===== config.mk =====
export PLATFORM = sky130hd
export DESIGN_NAME = ssc_status_unit
export DESIGN_NICKNAME = d
export VERILOG_FILES = /design/src/rtl/ssc_stat_pkg.sv /design/src/rtl/ssc_cmd_decode.sv /design/src/rtl/ssc_sticky_bit.sv /design/src/rtl/ssc_err_ctrl.sv /design/src/rtl/ssc_status_unit.sv
export SDC_FILE = /design/constraint.sdc
export NUM_CORES = 1
export LEC_CHECK = 0
export BUFFER_PORTS_ARGS = -buffer_cell sky130_fd_sc_hd__buf_4
export CAP_MARGIN = 40
export CORE_UTILIZATION = 32
export DETAILED_ROUTE_END_ITERATION = 8
export PLACE_DENSITY_LB_ADDON = 0.12
export REMOVE_ABC_BUFFERS = 1
export SETUP_SLACK_MARGIN = 0.5
export SYNTH_ARGS = -nofsm -noshare
export SYNTH_HDL_FRONTEND = slang
export SYNTH_SLANG_ARGS = --single-unit
export TNS_END_PERCENT = 50

===== constraint.sdc =====
create_clock -name clk -period 1.2 [get_ports clk]
set_input_delay 0.36 -clock clk [delete_from_list [all_inputs] [get_ports clk]]
set_output_delay 0.36 -clock clk [all_outputs]
set_load 0.03 [all_outputs]

===== src/rtl/ssc_stat_pkg.sv =====
package ssc_stat_pkg;
  localparam int NERR  = 6;   // mode, tx ovf, rx ovf, abort, tx unf, rx unf
  localparam int CMD_W = 16;
  localparam int ST_EN  = 0;
  localparam int ST_MS  = 1;
  localparam int ST_BSY = 13;
  localparam int CMD_EN_CLR = 0;
  localparam int CMD_EN_SET = 1;
  localparam int CMD_MS_CLR = 2;
  localparam int CMD_MS_SET = 3;

  typedef enum logic [1:0] {
    SEL_CTRL = 2'd0,
    SEL_STAT = 2'd1,
    SEL_CMD  = 2'd2
  } reg_sel_e;

  // Command bit that clears error flag i
  function automatic int clr_bit(input int i);
    if (i == 0) return 6;
    if (i == NERR - 1) return 4;
    return 7 + i;
  endfunction

  // Command bit that sets error flag i
  function automatic int set_bit(input int i);
    if (i == 0) return 7;
    if (i == NERR - 1) return 5;
    return 11 + i;
  endfunction

  // Status position of error flag i; the same position holds its enable in control
  function automatic int stat_bit(input int i);
    return 7 + i;
  endfunction

  // Whether error i passes through a control enable (mode error does not)
  function automatic bit has_gate(input int i);
    return i != 0;
  endfunction
endpackage


===== src/rtl/ssc_cmd_decode.sv =====
module ssc_cmd_decode
  import ssc_stat_pkg::*;
(
  input  logic             strobe,
  input  logic [CMD_W-1:0] data,
  output logic [NERR-1:0]  err_set,
  output logic [NERR-1:0]  err_clr,
  output logic             en_set,
  output logic             en_clr,
  output logic             ms_set,
  output logic             ms_clr
);
  assign en_set = strobe & data[CMD_EN_SET];
  assign en_clr = strobe & data[CMD_EN_CLR];
  assign ms_set = strobe & data[CMD_MS_SET];
  assign ms_clr = strobe & data[CMD_MS_CLR];

  for (genvar g = 0; g < NERR; g++) begin : g_err
    localparam int SB = set_bit(g);
    localparam int CB = clr_bit(g);
    assign err_set[g] = strobe & data[SB];
    assign err_clr[g] = strobe & data[CB];
  end
endmodule


===== src/rtl/ssc_sticky_bit.sv =====
module ssc_sticky_bit (
  input  logic clk,
  input  logic rst_n,
  input  logic sw_set,
  input  logic sw_clr,
  input  logic hw_evt,
  output logic q
);
  // hardware event > software clear > software set > hold
  always_ff @(posedge clk) begin
    if (!rst_n) q <= 1'b0;
    else        q <= hw_evt | (~sw_clr & (q | sw_set));
  end

  p_set_r3: assert property (@(posedge clk) disable iff (!rst_n)
    (sw_set && !sw_clr) |=> q);
  p_clear_wins_r5: assert property (@(posedge clk) disable iff (!rst_n)
    (sw_clr && !hw_evt) |=> !q);
  p_event_beats_clear_r8: assert property (@(posedge clk) disable iff (!rst_n)
    hw_evt |=> q);
  p_hold_r4: assert property (@(posedge clk) disable iff (!rst_n)
    (!sw_set && !sw_clr && !hw_evt) |=> $stable(q));
endmodule


===== src/rtl/ssc_err_ctrl.sv =====
module ssc_err_ctrl
  import ssc_stat_pkg::*;
#(
  parameter int DW = 32
) (
  input  logic            clk,
  input  logic            rst_n,
  input  logic            wr,
  input  logic [NERR-2:0] en_wdata,   // write data bits 12..8
  output logic [DW-1:0]   view,
  output logic [NERR-1:0] gate
);
  logic [NERR-2:0] en_q;

  always_ff @(posedge clk) begin
    if (!rst_n)  en_q <= '0;
    else if (wr) en_q <= en_wdata;
  end

  always_comb begin
    view = '0;
    for (int i = 1; i < NERR; i++) view[stat_bit(i)] = en_q[i-1];
  end

  for (genvar g = 0; g < NERR; g++) begin : g_gate
    if (has_gate(g)) begin : g_en
      assign gate[g] = en_q[g-1];
    end else begin : g_always
      assign gate[g] = 1'b1;
    end
  end

  p_write_r10: assert property (@(posedge clk) disable iff (!rst_n)
    wr |=> (en_q == $past(en_wdata)));
  p_keep_r10: assert property (@(posedge clk) disable iff (!rst_n)
    !wr |=> $stable(en_q));
endmodule


===== src/rtl/ssc_status_unit.sv =====
module ssc_status_unit
  import ssc_stat_pkg::*;
#(
  parameter int DW = 32
) (
  input  logic            clk,
  input  logic            rst_n,
  input  logic            wr_en,
  input  logic [1:0]      wr_addr,
  input  logic [DW-1:0]   wr_data,
  input  logic [1:0]      rd_addr,
  output logic [DW-1:0]   rd_data,
  input  logic [NERR-1:0] err_evt,
  input  logic            busy,
  output logic            op_mode,
  output logic            master_sel,
  output logic            err_irq
);
  localparam int EN_LO = stat_bit(1);
  localparam int EN_HI = stat_bit(NERR - 1);

  logic            cmd_wr, ctl_wr;
  logic [NERR-1:0] err_set, err_clr, err_gate, hw_ok, flag_q;
  logic            en_set, en_clr, ms_set, ms_clr;
  logic [DW-1:0]   ctrl_view, stat_view;
  logic            unused_hi;

  assign cmd_wr    = wr_en && (reg_sel_e'(wr_addr) == SEL_CMD);
  assign ctl_wr    = wr_en && (reg_sel_e'(wr_addr) == SEL_CTRL);
  assign unused_hi = ^wr_data[DW-1:CMD_W];

  ssc_cmd_decode u_dec (
    .strobe (cmd_wr),
    .data   (wr_data[CMD_W-1:0]),
    .err_set(err_set),
    .err_clr(err_clr),
    .en_set (en_set),
    .en_clr (en_clr),
    .ms_set (ms_set),
    .ms_clr (ms_clr)
  );

  ssc_err_ctrl #(.DW(DW)) u_ctl (
    .clk     (clk),
    .rst_n   (rst_n),
    .wr      (ctl_wr),
    .en_wdata(wr_data[EN_HI:EN_LO]),
    .view    (ctrl_view),
    .gate    (err_gate)
  );

  assign hw_ok = err_evt & err_gate;

  ssc_sticky_bit u_en (
    .clk(clk), .rst_n(rst_n), .sw_set(en_set), .sw_clr(en_clr),
    .hw_evt(1'b0), .q(op_mode)
  );
  ssc_sticky_bit u_ms (
    .clk(clk), .rst_n(rst_n), .sw_set(ms_set), .sw_clr(ms_clr),
    .hw_evt(1'b0), .q(master_sel)
  );

  for (genvar g = 0; g < NERR; g++) begin : g_flag
    ssc_sticky_bit u_f (
      .clk(clk), .rst_n(rst_n), .sw_set(err_set[g]), .sw_clr(err_clr[g]),
      .hw_evt(hw_ok[g]), .q(flag_q[g])
    );

    p_masked_ignored_r7: assert property (@(posedge clk) disable iff (!rst_n)
      (!err_gate[g] && !err_set[g] && !flag_q[g]) |=> !flag_q[g]);
    p_enabled_event_r6: assert property (@(posedge clk) disable iff (!rst_n)
      (err_evt[g] && err_gate[g]) |=> flag_q[g]);
  end

  assign err_irq = |flag_q;

  always_comb begin
    stat_view         = '0;
    stat_view[ST_EN]  = op_mode;
    stat_view[ST_MS]  = master_sel;
    stat_view[ST_BSY] = busy;
    for (int i = 0; i < NERR; i++) stat_view[stat_bit(i)] = flag_q[i];
  end

  always_comb begin
    case (reg_sel_e'(rd_addr))
      SEL_CTRL: rd_data = ctrl_view;
      SEL_STAT: rd_data = stat_view;
      default:  rd_data = '0;
    endcase
  end

  p_irq_sticky_r9: assert property (@(posedge clk) disable iff (!rst_n)
    (err_irq && (err_clr == '0)) |=> err_irq);
  p_clear_all_r4: assert property (@(posedge clk) disable iff (!rst_n)
    ((err_clr == '1) && (hw_ok == '0)) |=> !err_irq);
endmodule


# Word-level counts from Yosys, hierarchy flattened
# Cells that the tools add are included.
dict set report word_totals {
  ff_bits 13
  in_bits 46
  output_inout_bits 35
  word_cells 64
}
dict set report classes {
  eq_ne 2
  mux 1
  bitwise_logic 47
  reduce_logical 5
}
# operator count
set ops {}
lappend ops {{$pmux W14 S2} 1}
lappend ops {{$and A1 B1 Y1} 24}
lappend ops {{$or A1 B1 Y1} 14}
lappend ops {{$not A1 Y1} 8}
lappend ops {{$and A6 B6 Y6} 1}
lappend ops {{$reduce_or A6 Y1} 1}
lappend ops {{$logic_not A2 Y1} 2}
lappend ops {{$eq A2 B1 Y1 const B} 1}
lappend ops {{$eq A2 B2 Y1 const B} 1}
lappend ops {{$logic_and A1 B1 Y1} 2}

# Logic depth before layout (Yosys ltp)
# Gate-level depths: netlist (run 1).
dict set report depth {
  word_depth 6
  ltp_mapped 5
  ltp_nobuf 3
}

# Modules after synthesis
# A second synthesis (run 1) with hierarchy kept.
dict set report hier_totals {
  hier_cells 150
  area_unflattened_um2 1265.0
}
# mod instances cells_each area_per_inst_um2 seq_area_each_um2
set by_module_without_submodules {}
lappend by_module_without_submodules {ssc_err_ctrl 1 51 447.9 100.1}
lappend by_module_without_submodules {ssc_status_unit 1 58 400.4 0.0}
lappend by_module_without_submodules {ssc_sticky_bit 8 3 36.3 20.0}
lappend by_module_without_submodules {ssc_cmd_decode 1 17 126.4 0.0}

# Worst setup path after synthesis (run 1)
# OpenSTA, ideal clock, no wires.
dict set report synth_timing {
  path_type {input to output}
  start {in rd_addr[0]}
  end {out rd_data[10]}
  t_arrival_ns 1.036
  path_slack_ns -0.196
  stages 3
  path_buffers 1
  path_cell_list {buf_2 -> mux2i_1 -> nor2_1}
}
dict set report synth_via {
  elab_chain_cells 2
  elab_cells_between_ends 3
  cone_classes {eq/ne: 1; mux: 1; reduce/logical: 1}
}
# element line
set synth_rtl {}
lappend synth_rtl {{start: declaration} ssc_status_unit.sv:11} ;# input logic [1:0] rd_addr,
lappend synth_rtl {{$eq A2 B1 Y1 or $logic_not A2 Y1 (tied branches)} ssc_status_unit.sv:86} ;# case (reg_sel_e'(rd_addr))
lappend synth_rtl {{$pmux W14 S2 *} ssc_status_unit.sv:86}
lappend synth_rtl {{end: declaration} ssc_status_unit.sv:12} ;# output logic [DW-1:0] rd_data,
# Every way passes the cells marked *; elsewhere a longest branch is shown, timed or not.

# Final worst setup path (run 1)
dict set report layout_timing {
  start {reg g_flag[4].u_f.q}
  end {out err_irq}
}
dict set report layout_via {
  elab_chain_cells 1
}
# element line
set layout_rtl {}
lappend layout_rtl {{start: declaration} ssc_sticky_bit.sv:7} ;# output logic q
lappend layout_rtl {{start signal: assignment} ssc_sticky_bit.sv:12} ;# else q <= hw_evt | (~sw_clr & (q | sw_set));
lappend layout_rtl {{$reduce_or A6 Y1} ssc_status_unit.sv:75} ;# assign err_irq = |flag_q;
lappend layout_rtl {{end: declaration} ssc_status_unit.sv:17} ;# output logic err_irq
# No other way between the ends.

==> flow_summary.ini, run 1 <==
[cells_and_area]
layout-drive-gt1-share_pct = 55.41
seq_area_um2 = 274.0
nFillCells = 238
multiInputGateArea_um2 = 495.5
diodes = 0
final_common_cell = buf_4
utilization_pct = 53.54
final_cell_area_um2 = 1326
syn_to_final_growth_pct = 58.92
nNetsFinal = 195
final_cell_mix = buf_4 (39), conb_1 (23), buf_6 (14)
finalNonFillerCells = 178

[clocking]
cts-hold-fix-buffers = 0
cts_tree = yes
cts.htree.levels = 1
cts.sinks = 13
path_clk_slew_ns = 0.08
cts_root_buf = clkbuf_4
cts_buffers = 3
cts_buffer_depth = 2
clk-insertion-delay-late_ns = 0.27

[worst_setup_path]
critPathTopFamily = simple AND/OR/NAND/NOR gates
cp-startpoint = g_flag[4].u_f.q$_SDFF_PN0_
rrSetupSlack_ns = 0.19
critPathLaunchType = flop
crit_required_ns = 0.84
cp_cell_sequence = nor4_2, nand2_1, buf_6
cp-endpoint = err_irq
crit_buf_inv = 1
timing.rr.start = g_flag[2].u_f.q$_SDFF_PN0_
criticalPathCategory = flop to primary output
cp-end-kind = primary output
critPathArrivalTime_ns = 1.11
cp_slowest_stage_delay_ns = 0.33
cp_max_fo = 2
cp_slowest_cell = dfxtp_2
r2r_cells = 5
worst-path-stages = 3
r2r_end = g_flag[2].u_f.q$_SDFF_PN0_

[synth]
ys.warnings.count = 0
synth_top_area_share_pct = 31.18
syn_area_per_cell_um2 = 8.878
ys.flop_type = dfxtp_1
synth_enable_flop_cells = 0
ys_seq_elements = 13
ys_types = 19
yosysSeqAreaShare_pct = 31.18
yosysTopAreaCell = dfxtp_1
synth_cells = 94
async_reset_ff_share_pct = 0
synth_area_leaders = dfxtp_1 (31%), buf_4 (21%), mux2i_1 (12%)
syn_area_um2 = 834.6

[timing]
fin_ws_ns = -0.2710
fin_tns_setup_ns = -1.268
fin_crit_sh_pct = 122.6
setup_violations = 10
final_hold_viol_count = 0
fmax_mhz = 679.8
fin_worst_skew_ns = 0.0002791
period_needed_ns = 1.471
maxSlewViolCount = 0
rsz0062_at_grt = true

[die]
die_x_um = 53.07
core_um2 = 2477
io_pins = 81
die_area_um2 = 2816
num_rows = 18
die_h_um = 53.07
start_util_pct = 33.69

[place]
place_inst = 168
gp_congestion = 0.7670
port-buffer-count = 41
pre_cts_ws_ns = -0.1781
dp_hpwl_um = 1407
placed_area_um2 = 1131

[global_route]
grt_max_degree = 17
gr-total-overflow = 0
grt_pass1_wl_um = 3139
grt_pass1_vias = 744
antenna_found_initial = 0
track_usage_pct = 15.57

[route]
drtIter0Drc = 8
viasPerCell = 4.584
drtPass1Iterations = 4
drc = 0
vias = 816
postRouteAntennaNets = 0
wirelength_um = 2029
wl_per_cell_um = 11.40

[status]
status = complete, but fails checks
violations = negative setup slack

[power_and_ir_drop]
power_density_nw_per_um2 = 849.0
vdd_drop_max_v = 0.0004058
cellLeakagePower_uw = 0.0006291

[flow_run]
maxCapViolCount = 0

[hold_path]
min_path_type = input port to flop
==> flip-flops by register name, summed over array words and instances, names as in the netlist <==
signal        count
u_en.q            1
g_flag.u_f.q      6
u_ctl.en_q        5
u_ms.q            1
==> worst min path at each step <==
stage                                      end  cells after the start                       start  slack [ns]
global route                 u_en.q$_SDFF_PN0_                      2                  wr_data[0]        0.25
finish                       u_en.q$_SDFF_PN0_                      2                  wr_data[0]        0.26
CTS                          u_ms.q$_SDFF_PN0_                      2                  wr_data[2]        0.24
floorplan                    u_en.q$_SDFF_PN0_                      1                  wr_data[0]        0.45
global placement             u_ms.q$_SDFF_PN0_                      2           u_ms.q$_SDFF_PN0_        0.50
detailed placement  g_flag[3].u_f.q$_SDFF_PN0_                      2  u_ctl.en_q[2]$_SDFFE_PN0P_        0.51
==> where the power goes <==
group	internal, uW	switching [uW]	total (uW)
Combinational	175	219	393
Sequential	454	16.7	470
Clock	129	134	262
Total	757	369	1130
==> cell type report <==
| type | instances | area share, % |
|---|---|---|
| repair buffers | 55 | 36.60 |
| inverters | 2 | 0.5660 |
| well taps | 30 | 2.830 |
| flip-flops and latches | 13 | 20.66 |
| clock buffers | 4 | 1.981 |
| multi-input cells | 74 | 37.36 |
==> synth_stat cells, types with 2 or more instances <==
cell type	count
a311oi_1	6
a211oi_1	3
buf_4	23
mux2i_1	10
inv_1	2
nor2_1	11
dfxtp_1	13
nand2_1	6
buf_6	2
a221oi_1	5
and2_1	4
a21oi_2	2
==> cell families (layout without fill, tap and decap cells) <==
family,after synthesis,in the layout,synth area share [%]
AOI/OAI and AO/OA,16,16,16.34
muxes,10,10,11.99
other,1,23,0.4493
buffers and inverters,29,61,25.34
DFF,13,13,31.18
and+or+nand+nor,25,25,14.69
==> routing by layer <==
metal  share of wire (%)  wire, um  up-vias  GRT usage [%]
li1                    -         -      399              -
met1                  36       735      376          15.75
met2                  56      1135       37          29.54
met3                 5.5       112        4          3.161
met4                 2.3        46        0          7.895
met5                   0         0        -              0
==> through the flow <==
step / power (uW) / hold slack (ns)
2_1_floorplan: 665.3 / 0.4549
3_3_place_gp: 811.5 / 0.5038
3_5_place_dp: 815.9 / 0.5118
4_1_cts: 1128 / 0.2419
5_1_grt: 1194 / 0.2468
6_report: 1126 / 0.2557
==> timing repair <==
item / CTS / global route
setup endpoints to repair: 25 / 25
pin swaps: 23 / 16
resized for setup: 35 / 4
buffers inserted: 5 / 1
Note: power is estimated with default switching activity, not from simulation.
==> inputs of run 2 (changes only) <==
CORE_ASPECT_RATIO = 0.9   (was default)
==> flow_summary.ini, run 2 (synthesized netlist as in run 1, its figures left out) <==
[cells_and_area]
reg_top3 = g_flag.u_f.q x6, u_ctl.en_q x5
layout-drive-gt1-share_pct = 57.72
syn_to_final_growth_pct = 59.82
diodes = 0
nFillCells = 242
largest_reg_flops = 6
nNetsFinal = 196
regMostFlops = g_flag.u_f.q
final_common_cell = buf_4
final_cell_mix = buf_4 (39), conb_1 (23), buf_6 (15)

[clocking]
cts_buffer_depth = 2
cts-hold-fix-buffers = 0
clk-insertion-delay-late_ns = 0.28
cts_tree = yes
cts.sinks = 13
cts.htree.levels = 1
cts_root_buf = clkbuf_4
cts_buffers = 3
path_clk_slew_ns = 0.09

[power_and_ir_drop]
swShare_pct = 33.73
power_density_nw_per_um2 = 853.5
vdd_drop_max_v = 0.0006008
clkPwrFrac_pct = 23.9
p_switching_uw = 384.0
internal_power_uw = 754.3
power_frac_seq_pct = 41.4
cellLeakagePower_uw = 0.0006331
power_frac_comb_pct = 34.7

[worst_setup_path]
cp_slowest_stage_delay_ns = 0.34
critPathLaunchType = flop
critPathArrivalTime_ns = 1.12
cp_cell_sequence = nor4_2, nand2_1, buf_6
cp_slowest_cell = dfxtp_2
cp-end-kind = primary output
criticalPathCategory = flop to primary output
cp_max_fo = 3
crit_required_ns = 0.84

[status]
violations = negative setup slack
status = complete, but fails checks

[hold_path]
min_path_type = input port to flop

[place]
pre_cts_ws_ns = -0.2047
port-buffer-count = 41
dp_hpwl_um = 1513
gp_congestion = 0.7551

[global_route]
grt_max_degree = 17
antenna_found_initial = 0
grt_pass1_vias = 750
gr-total-overflow = 0
grt_pass1_wl_um = 3249
track_usage_pct = 14.91

[die]
die_area_um2 = 2816
die_h_um = 50.45
num_rows = 17
core_um2 = 2467
die_x_um = 55.83
io_pins = 81
start_util_pct = 33.82

[timing]
maxSlewViolCount = 0
hold_ws_ns = 0.2419
fmax_mhz = 675.6
fin_worst_skew_ns = 0.0001914
final_hold_viol_count = 0
fin_crit_sh_pct = 123.3
period_needed_ns = 1.480
setup_violations = 10
fin_ws_ns = -0.2801
fin_tns_setup_ns = -1.422
rsz0062_at_grt = true

[route]
drc = 0
drtPass1Iterations = 4
viasPerCell = 4.638
drtIter0Drc = 24
wl_per_cell_um = 11.68
wirelength_um = 2067
postRouteAntennaNets = 0
vias = 821

[flow_run]
maxCapViolCount = 0
[run 2: timing repair]
item | 4_1_cts | 5_1_grt
buffers inserted | 4 | 3
setup endpoints to repair | 25 | 25
resized for setup | 35 | 6
pin swaps | 18 | 18
[run 2: worst max-delay path, delay by kind of cell (launching register included)]
family                 cells  cell delay [ns]
and+or+nand+nor            2             0.36
buffers and inverters      1             0.15
DFF                        1             0.34
[run 2: worst paths after layout]
path,endpoint,start,slack (ns),depth (start not counted)
setup / recovery,err_irq,g_flag[5].u_f.q$_SDFF_PN0_,-0.28,3
hold / removal,u_en.q$_SDFF_PN0_,wr_data[0],0.24,2
setup reg to reg,g_flag[2].u_f.q$_SDFF_PN0_,g_flag[2].u_f.q$_SDFF_PN0_,0.27,4
hold reg to reg,g_flag[5].u_f.q$_SDFF_PN0_,u_ctl.en_q[4]$_SDFFE_PN0P_,0.51,2
[run 2: cell type report]
type                       instances  area [um2]  area share (%)
timing repair buffer              56       496.7           37.24
multi-input combinational         74       491.7           36.87
sequential                        13       275.3           20.64
tap                               28       35.03           2.627
clock buffer                       3       22.52           1.689
inverter                           2       7.507          0.5629
clock inverter                     1       5.005          0.3752
[run 2: power groups by stage]
stage | combinational (uW) | clock (uW) | sequential [uW]
after global routing | 416 | 319 | 475
after CTS | 379 | 285 | 471
after global placement | 336 | 0 | 475
after detailed placement | 340 | 0 | 476
final | 395 | 272 | 471
after floorplan | 189 | 0 | 477
[run 2: metal layers]
layer / wire length [um] / global-route usage, % / vias to the layer above
met5: 0 / 0 / -
met4: 0 / 2.439 / 0
met3: 153 / 5.670 / 0
met2: 1107 / 28.92 / 39
met1: 805 / 15.54 / 384
li1: - / - / 398
[run 2: per-stage QoR]
stage / std cells / area (um2) / utilization [%] / power (uW)
2_1_floorplan: 89 / 713.2 / - / 665.3
3_3_place_gp: 166 / 1129 / 45.74 / 811.8
3_5_place_dp: 166 / 1129 / 45.74 / 816.8
4_1_cts: 174 / 1289 / 52.23 / 1135
5_1_grt: 177 / 1334 / 54.06 / 1209
6_report: 177 / 1334 / 54.06 / 1138
==> inputs of run 3 (changes only) <==
SKIP_LAST_GASP = 1   (was default)
==> flow_summary.ini, run 3 (synthesized netlist as in run 1, its figures left out) <==
[timing]
fin_crit_sh_pct = 123.0
period_needed_ns = 1.476
fin_worst_skew_ns = 0.0001925
fmax_mhz = 677.5
setup_violations = 10
maxSlewViolCount = 0
rsz0062_at_grt = true
fin_ws_ns = -0.2761
hold_ws_ns = 0.2422
final_hold_viol_count = 0
fin_tns_setup_ns = -1.391

[place]
gp_congestion = 0.7551
dp_hpwl_um = 1513
port-buffer-count = 41
place_inst = 166

[power_and_ir_drop]
vdd_drop_max_v = 0.0005926
cellLeakagePower_uw = 0.0006220
power_density_nw_per_um2 = 864.4

[route]
drc = 0
viasPerCell = 4.571
wirelength_um = 2025
wl_per_cell_um = 11.44
met1_length_um = 796
vias = 809
drtPass1Iterations = 4
drtIter0Drc = 20
postRouteAntennaNets = 0
routed.top_layer = met3
wl_met2_um = 1068
route.met3.wl_um = 160

[clocking]
cts.htree.levels = 1
cts_buffer_depth = 2
cts_tree = yes
clk-insertion-delay-late_ns = 0.28
cts.sinks = 13
cts_root_buf = clkbuf_4
path_clk_slew_ns = 0.09
cts-hold-fix-buffers = 0
cts_buffers = 3

[cells_and_area]
regMostFlops = g_flag.u_f.q
utilization_pct = 52.79
final_common_cell = buf_4
syn_to_final_growth_pct = 56.07
reg_top3 = g_flag.u_f.q x6, u_ctl.en_q x5
diodes = 0
nNetsFinal = 196
finalNonFillerCells = 177
largest_reg_flops = 6
layout-drive-gt1-share_pct = 54.36
final_cell_mix = buf_4 (42), conb_1 (23), buf_6 (12)

[global_route]
antenna_found_initial = 0
gr-total-overflow = 0
track_usage_pct = 14.63
grt_pass1_vias = 740
grt_pass1_wl_um = 3194
grt_max_degree = 17

[flow_run]
maxCapViolCount = 0

[worst_setup_path]
critPathArrivalTime_ns = 1.12
r2r_cells = 4
criticalPathCategory = flop to primary output
cp-end-kind = primary output
rrSetupSlack_ns = 0.22
crit_required_ns = 0.84
cp_max_fo = 3
critPathLaunchType = flop

[die]
start_util_pct = 33.82
die_area_um2 = 2816
io_pins = 81
core_um2 = 2467
die_h_um = 50.45
die_x_um = 55.83
num_rows = 17

[hold_path]
holdPathStages = 2
min_path_type = input port to flop

[status]
violations = negative setup slack
status = complete, but fails checks
## run 3: cell counts in the layout (fill, tap and decap cells not counted)
Identical to the previous run, type by type.
## run 3: critical path, stage by stage (launching register included)
cell and delay, ns:
dfxtp_2 0.34, nor4_2 0.26, nand2_1 0.10, buf_6 0.14
## run 3: final cells by class
class | count | area (um2)
Fill cell | 240 | 1165
Timing Repair Buffer | 56 | 485.5
Multi-Input combinational cell | 74 | 473.0
Sequential cell | 13 | 274.0
Tap cell | 28 | 35.03
Clock buffer | 3 | 22.52
Inverter | 2 | 7.507
Clock inverter | 1 | 5.005
## run 3: path summary, 6_finish.rpt
path / from / to
setup / recovery: g_flag[5].u_f.q$_SDFF_PN0_ / err_irq
hold reg to reg: u_ctl.en_q[4]$_SDFFE_PN0P_ / g_flag[5].u_f.q$_SDFF_PN0_
hold / removal: wr_data[0] / u_en.q$_SDFF_PN0_
setup reg to reg: g_flag[2].u_f.q$_SDFF_PN0_ / g_flag[2].u_f.q$_SDFF_PN0_
## run 3: metal layers
layer  vias up  track usage [%]
li1        396                -
met1       374            15.38
met2        39            28.11
met3         0            5.670
met4         0            2.439
met5         -                0
## run 3: what timing repair did
item / CTS / global route
resized for setup: 29 / 4
pin swaps: 4 / 4
endpoints found under the setup margin: 25 / 25
buffers inserted: 4 / 3
gates cloned: 0 / 0
## run 3: where the power goes
group          internal, uW  switching [uW]
Sequential              454            16.7
Clock                   124             148
Combinational           171             213
## run 3: metrics by stage
step	setup WS, ns	total power, uW	area [um2]
after global placement	-0.2020	811.8	1129
after floorplan	-0.08604	665.3	713.2
after global routing	-0.3306	1199	1303
after CTS	-0.3035	1128	1265
final	-0.2761	1126	1303
after detailed placement	-0.2047	816.8	1129
